==> config.mk <==
export PLATFORM = sky130hd
export DESIGN_NAME = codec_regport
export DESIGN_NICKNAME = d
export VERILOG_FILES = /design/src/rtl/codec_regport_pkg.sv /design/src/rtl/codec_regport_bank.sv /design/src/rtl/codec_regport_ctrl.sv /design/src/rtl/codec_regport.sv
export SDC_FILE = /design/constraint.sdc
export NUM_CORES = 1
export LEC_CHECK = 0
export CAP_MARGIN = 15
export CORE_MARGIN = 2
export CORE_UTILIZATION = 32
export CTS_BUF_LIST = sky130_fd_sc_hd__clkbuf_8
export DETAILED_ROUTE_END_ITERATION = 6
export DONT_BUFFER_PORTS = 1
export SLEW_MARGIN = 20
export SYNTH_ARGS = -nofsm -noshare
export SYNTH_HDL_FRONTEND = slang
export SYNTH_SLANG_ARGS = --single-unit
==> constraint.sdc <==
create_clock -name clk -period 3.6 [get_ports clk]
set_input_delay 0.54 -clock clk [delete_from_list [all_inputs] [get_ports clk]]
set_output_delay 0.54 -clock clk [all_outputs]
set_load 0.01 [all_outputs]
==> src/rtl/codec_regport_pkg.sv <==
package codec_regport_pkg;

  localparam int NUM_REGS = 32;
  localparam int IDX_W    = $clog2(NUM_REGS);

  localparam logic [IDX_W-1:0] IDX_FMT  = 5'd8;
  localparam logic [IDX_W-1:0] IDX_CFG  = 5'd9;
  localparam logic [IDX_W-1:0] IDX_ERR  = 5'd11;
  localparam logic [IDX_W-1:0] IDX_MODE = 5'd12;
  localparam logic [IDX_W-1:0] IDX_RSV0 = 5'd22;
  localparam logic [IDX_W-1:0] IDX_ALT  = 5'd24;
  localparam logic [IDX_W-1:0] IDX_RSV1 = 5'd27;
  localparam logic [IDX_W-1:0] IDX_RSV2 = 5'd29;

  // Strobes handed from the control section to the register bank
  typedef struct packed {
    logic             bankWr;
    logic [IDX_W-1:0] bankIdx;
    logic [7:0]       wrByte;
    logic             mce;
    logic             statClr;
    logic             pendSet;
  } bankCtl_t;

  function automatic logic [7:0] resetByte(input int i);
    case (i)
      2, 3, 4, 5, 18, 19: resetByte = 8'h88;
      6, 7:               resetByte = 8'h80;
      9:                  resetByte = 8'h08;
      12:                 resetByte = 8'h8A;
      25, 26:             resetByte = 8'hA0;
      default:            resetByte = 8'h00;
    endcase
  endfunction

endpackage

==> src/rtl/codec_regport_bank.sv <==
module codec_regport_bank
  import codec_regport_pkg::*;
(
  input  logic           clk,
  input  logic           rstN,
  input  bankCtl_t       ctl,
  output logic [7:0]     rdByte,
  output logic           mode2,
  output logic           ackArm,
  output logic           pendFall,
  output logic [7:0]     fmtByte,
  output logic           fmtLoad,
  output logic           playEnable
);

  logic [7:0] regs [NUM_REGS];
  logic [7:0] wrVal;
  logic [7:0] altNext;
  logic       wrAccept;
  logic       fmtAccept;
  logic       fmtPulse;
  logic       playPrev;

  always_comb begin
    wrAccept  = ctl.bankWr;
    fmtAccept = 1'b0;
    wrVal     = ctl.wrByte;
    case (ctl.bankIdx)
      IDX_ERR, IDX_RSV0, IDX_RSV1, IDX_RSV2: wrAccept = 1'b0;
      IDX_FMT: begin
        if (ctl.mce) begin
          fmtAccept = ctl.bankWr;
        end else if (regs[IDX_ALT][4]) begin
          wrVal     = {ctl.wrByte[7:4], regs[IDX_FMT][3:0]};
          fmtAccept = ctl.bankWr;
        end else begin
          wrAccept = 1'b0;
        end
      end
      IDX_CFG:  wrVal[5] = 1'b0;
      IDX_MODE: wrVal = {regs[IDX_MODE][7], ctl.wrByte[6], regs[IDX_MODE][5:0]};
      default:  ;
    endcase
  end

  always_comb begin
    altNext = (wrAccept && ctl.bankIdx == IDX_ALT) ? wrVal : regs[IDX_ALT];
    if (ctl.statClr) altNext[6:4] = 3'b000;
    if (ctl.pendSet) altNext[4] = 1'b1;
  end

  assign pendFall = wrAccept && (ctl.bankIdx == IDX_ALT) &&
                    regs[IDX_ALT][4] && !ctl.wrByte[4];

  always_ff @(posedge clk) begin
    if (!rstN) begin
      for (int i = 0; i < NUM_REGS; i++) regs[i] <= resetByte(i);
      fmtPulse <= 1'b0;
      playPrev <= 1'b0;
    end else begin
      if (wrAccept) regs[ctl.bankIdx] <= wrVal;
      if (ctl.statClr || ctl.pendSet) regs[IDX_ALT] <= altNext;
      fmtPulse <= fmtAccept;
      playPrev <= regs[IDX_CFG][0];
    end
  end

  assign rdByte     = regs[ctl.bankIdx];
  assign mode2      = regs[IDX_MODE][6];
  assign ackArm     = |regs[IDX_CFG][4:3];
  assign fmtByte    = regs[IDX_FMT];
  assign playEnable = regs[IDX_CFG][0];
  assign fmtLoad    = fmtPulse | (regs[IDX_CFG][0] & ~playPrev);

endmodule

==> src/rtl/codec_regport_ctrl.sv <==
module codec_regport_ctrl
  import codec_regport_pkg::*;
#(
  parameter int ACK_READS = 1
) (
  input  logic       clk,
  input  logic       rstN,
  input  logic       wrEn,
  input  logic       rdEn,
  input  logic [1:0] addr,
  input  logic [7:0] wrData,
  input  logic       playIrqSet,
  input  logic       mode2,
  input  logic       ackArm,
  input  logic       pendFall,
  input  logic [7:0] bankRd,
  output bankCtl_t   ctl,
  output logic [7:0] rdData,
  output logic       irqOut
);

  localparam int CNT_W = $clog2(ACK_READS + 1) + 1;

  logic [6:0]       indexReg;
  logic             intFlag;
  logic [CNT_W-1:0] ackCnt;
  logic [IDX_W-1:0] effIdx;
  logic             idxWr;
  logic             statWr;
  logic             ackLoad;
  logic             ackHit;
  logic [7:0]       rdMux;

  assign effIdx = mode2 ? indexReg[4:0] : {1'b0, indexReg[3:0]};
  assign idxWr  = wrEn && (addr == 2'd0);
  assign statWr = wrEn && (addr == 2'd2);

  assign ctl.bankWr  = wrEn && (addr == 2'd1);
  assign ctl.bankIdx = effIdx;
  assign ctl.wrByte  = wrData;
  assign ctl.mce     = indexReg[6];
  assign ctl.statClr = statWr;
  assign ctl.pendSet = playIrqSet;

  assign ackLoad = idxWr && !indexReg[6] && wrData[6] && ackArm;
  assign ackHit  = rdEn && (addr == 2'd1) && (effIdx == IDX_ERR) && (ackCnt != '0);

  always_comb begin
    case (addr)
      2'd0:    rdMux = {1'b0, indexReg};
      2'd1:    rdMux = bankRd | (ackHit ? 8'h20 : 8'h00);
      2'd2:    rdMux = {7'b0, intFlag};
      default: rdMux = 8'h00;
    endcase
  end

  always_ff @(posedge clk) begin
    if (!rstN) begin
      indexReg <= 7'h40;
      intFlag  <= 1'b0;
      ackCnt   <= '0;
      rdData   <= 8'h00;
    end else begin
      if (idxWr) indexReg <= wrData[6:0];
      if (ackLoad)     ackCnt <= CNT_W'(ACK_READS);
      else if (ackHit) ackCnt <= ackCnt - 1'b1;
      if (playIrqSet)                intFlag <= 1'b1;
      else if (statWr || pendFall)   intFlag <= 1'b0;
      if (rdEn) rdData <= rdMux;
    end
  end

  assign irqOut = intFlag;

endmodule

==> src/rtl/codec_regport.sv <==
module codec_regport
  import codec_regport_pkg::*;
#(
  parameter int ACK_READS = 1
) (
  input  logic       clk,
  input  logic       rstN,
  input  logic       wrEn,
  input  logic       rdEn,
  input  logic [1:0] addr,
  input  logic [7:0] wrData,
  input  logic       playIrqSet,
  output logic [7:0] rdData,
  output logic       irqOut,
  output logic [7:0] fmtByte,
  output logic       fmtLoad,
  output logic       playEnable
);

  bankCtl_t   ctl;
  logic [7:0] bankRd;
  logic       mode2;
  logic       ackArm;
  logic       pendFall;

  codec_regport_ctrl #(.ACK_READS(ACK_READS)) u_ctrl (
    .clk(clk), .rstN(rstN), .wrEn(wrEn), .rdEn(rdEn), .addr(addr),
    .wrData(wrData), .playIrqSet(playIrqSet), .mode2(mode2),
    .ackArm(ackArm), .pendFall(pendFall), .bankRd(bankRd),
    .ctl(ctl), .rdData(rdData), .irqOut(irqOut)
  );

  codec_regport_bank u_bank (
    .clk(clk), .rstN(rstN), .ctl(ctl), .rdByte(bankRd), .mode2(mode2),
    .ackArm(ackArm), .pendFall(pendFall), .fmtByte(fmtByte),
    .fmtLoad(fmtLoad), .playEnable(playEnable)
  );

endmodule

==> flow_summary.json <==
{
  "synth_ff_type": "edfxtp_1",
  "grt.busiest_layer": "met2",
  "worstPathArrival_ns": 3.26,
  "floorplan.rows": 72,
  "finalSetupViolCount": 0,
  "cts_sinks": 276,
  "grt_setup_unrepaired": "no",
  "outcome": "completed",
  "dp_hpwl_mm": 24.74,
  "ir_worst_vdd_mv": 0.1915,
  "cts_resized": 0,
  "diodes": 0,
  "synthArstFlopShare_pct": 0,
  "globalplace.congestion": 0.9509,
  "grt_pass1_wl_mm": 53.76,
  "drc": 0,
  "hold_violations": 0,
  "cp-start-kind": "flop",
  "wl_per_cell_um": 23.34,
  "cts.clk_slew.worst_paths_ns": 0.07,
  "drt_wl_total_mm": 35.94,
  "final_util_pct": 37.45,
  "post_cts_buffers": 0,
  "gr-usage-met1_pct": 23.37,
  "syn_area_um2": 12530,
  "drtIter0Drc": 843,
  "avgViaCountPerCell": 5.290,
  "drive_above_1_share_pct": 22.41,
  "power.total_w": 0.006859,
  "tritoncts": "done",
  "placed_area_um2": 13590,
  "numCtsBuffers": 44,
  "fin_crit_ns": 3.073,
  "h-tree-depth": 2,
  "dieArea_um2": 40770,
  "grt.total_usage_pct": 17.74,
  "fmax_ghz": 0.3254,
  "relSlewSlack_pct": 25.33,
  "pin_count": 34,
  "root_buffer": "clkbuf_8",
  "clockBufferDepth": 3,
  "grt-ovfl-total": 0,
  "area_growth_syn_to_layout_pct": 15.48,
  "totalNegativeSetupSlack_ns": 0,
  "p_leak_nw": 4.631,
  "synth_cells": 906,
  "hp-class": "in -> reg",
  "final_area_um2": 14470,
  "holdBufCountCts": 0,
  "core-area_um2": 38650,
  "powerDensity_nw_per_um2": 473.9,
  "max_cap_viol_count": 0,
  "antenna_found_initial": 0,
  "worstPathRequired_ns": 3.79,
  "synth-edff-count": 256,
  "critPathMaxFanout": 10,
  "critPathCaptureType": "flop",
  "ys_types": 58,
  "seq_area_frac_synth_pct": 64.53,
  "synth_warnings": 0,
  "timing.final.crit_share_pct": 85.37,
  "path_class": "reg -> reg",
  "worst_pin_slew_ns": 1.108,
  "numPortBuffers": 0,
  "ys_ff_latch": 276,
  "firstDrtPassIters": 6,
  "slew_violations": 0,
  "num_vias": 8146,
  "use_met2_pct": 28.83,
  "ant_nets": 0,
  "start_util_pct": 32.43,
  "grt_max_degree": 46,
  "clock_latency_ns": 0.58,
  "avgSynthCellArea_um2": 13.83,
  "grt_pass1_vias": 8321,
  "die_width_um": 201.9,
  "skew_ns": 0.03230,
  "fillers": 3636,
  "final_nets": 1007,
  "die_h_um": 201.9,
  "grtUsageMet3_pct": 2.918
}
-- path summary, 6_finish.rpt --
kind	startpoint	end	slack, ns	cells past startpoint
worst max-delay path	u_bank.regs[12][6]	u_bank.regs[14][7]	0.53	6
worst min-delay path	rstN	u_ctrl.indexReg[6]	0.09	1
worst max register to register	u_bank.regs[12][6]	u_bank.regs[14][7]	0.53	6
worst min register to register	u_ctrl.ackCnt[1]	u_ctrl.ackCnt[1]	0.50	2
-- report_power, final --
group / leakage [nW] / switching [W] / internal [W]
Combinational: 1.43 / 0.000262 / 0.000152
Clock: 0.487 / 0.00125 / 0.00152
Sequential: 2.71 / 0.0000581 / 0.00362
Total: 4.63 / 0.00157 / 0.00529
-- cell type report --
type | instances | area (um^2) | share of cell area [%]
clock buffers | 45 | 619.3 | 4.279
multi-input cells | 584 | 4233 | 29.24
flip-flops and latches | 276 | 8095 | 55.93
repair buffers | 74 | 568.0 | 3.925
clock inverters | 32 | 269.0 | 1.859
inverters | 11 | 41.29 | 0.2853
well taps | 518 | 648.1 | 4.478
-- through the flow --
stage	hold WS, ns	instances	setup slack [ns]
4_1_cts	0.05147	1540	0.6602
3_5_place_dp	0.4935	1463	0.6732
2_1_floorplan	0.4616	938	0.8417
5_1_grt	0.07579	1540	0.4260
6_report	0.09226	1540	0.5266
3_3_place_gp	0.4817	1463	0.7068
-- registers in the layout, summed over array words and instances (netlist names) --
register / flops
u_ctrl.ackCnt: 2
u_ctrl.irqOut: 1
u_ctrl.indexReg: 7
u_bank.regs: 256
u_bank.playPrev: 1
u_bank.fmtPulse: 1
u_ctrl.rdData: 8
-- worst max-delay path, cell delays in order, from the launching register on --
cell      delay, ns
edfxtp_1       0.50
nand2_1        0.13
buf_4          0.18
a211oi_1       0.10
o32ai_2        0.22
nand3_1        0.49
o21ai_0        1.05
-- cell usage after synthesis, types with 9 or more instances --
cell type,n,share of area (%)
and2_1,12,0.60
a22oi_1,24,1.4
nor3_1,11,0.44
nand2_1,47,1.4
nor2b_1,9,0.45
buf_2,27,1.1
inv_1,10,0.30
nand3_1,26,1.0
nor3_2,21,1.7
nor2_1,201,6.0
edfxtp_1,256,61
o21ai_0,26,1.0
clkbuf_1,32,0.96
mux2i_1,9,0.72
mux4_2,64,12
dfxtp_1,20,3.2
-- layer usage --
layer | share of wire, % | up-vias | routed length (um)
met4 | 4.4 | 0 | 1584
met5 | 0 | - | 0
met2 | 48 | 370 | 17110
li1 | - | 3581 | -
met1 | 41 | 4100 | 14670
met3 | 7.2 | 95 | 2581
-- kinds of logic (layout without fill, tap and decap cells) --
| family | count (synthesis) | count (layout) | synth area share [%] |
|---|---|---|---|
| buffers and inverters | 78 | 162 | 2.785 |
| adder cells (fa/ha/maj) | 1 | 1 | 0.09981 |
| AO/OA/AOI/OAI | 106 | 106 | 6.000 |
| flip-flops | 276 | 276 | 64.53 |
| AND/OR/NAND/NOR | 369 | 369 | 14.18 |
| other | 1 | 33 | 0.02992 |
| XOR/XNOR | 1 | 1 | 0.06989 |
| multiplexers | 74 | 74 | 12.31 |
-- cell usage in the layout, fill, tap and decap left out, types with 18 or more instances in the layout --
| cell | Yosys | routed |
|---|---|---|
| nand2_1 | 47 | 47 |
| dfxtp_1 | 20 | 18 |
| nor3_2 | 21 | 23 |
| edfxtp_1 | 256 | 256 |
| buf_4 | 2 | 73 |
| a22oi_1 | 24 | 24 |
| nor2_1 | 201 | 201 |
| o21ai_0 | 26 | 23 |
| conb_1 | 1 | 33 |
| nand3_1 | 26 | 26 |
| mux4_2 | 64 | 64 |
| clkbuf_8 | 0 | 45 |
| inv_1 | 10 | 21 |
(Power assumes the default switching activity.)
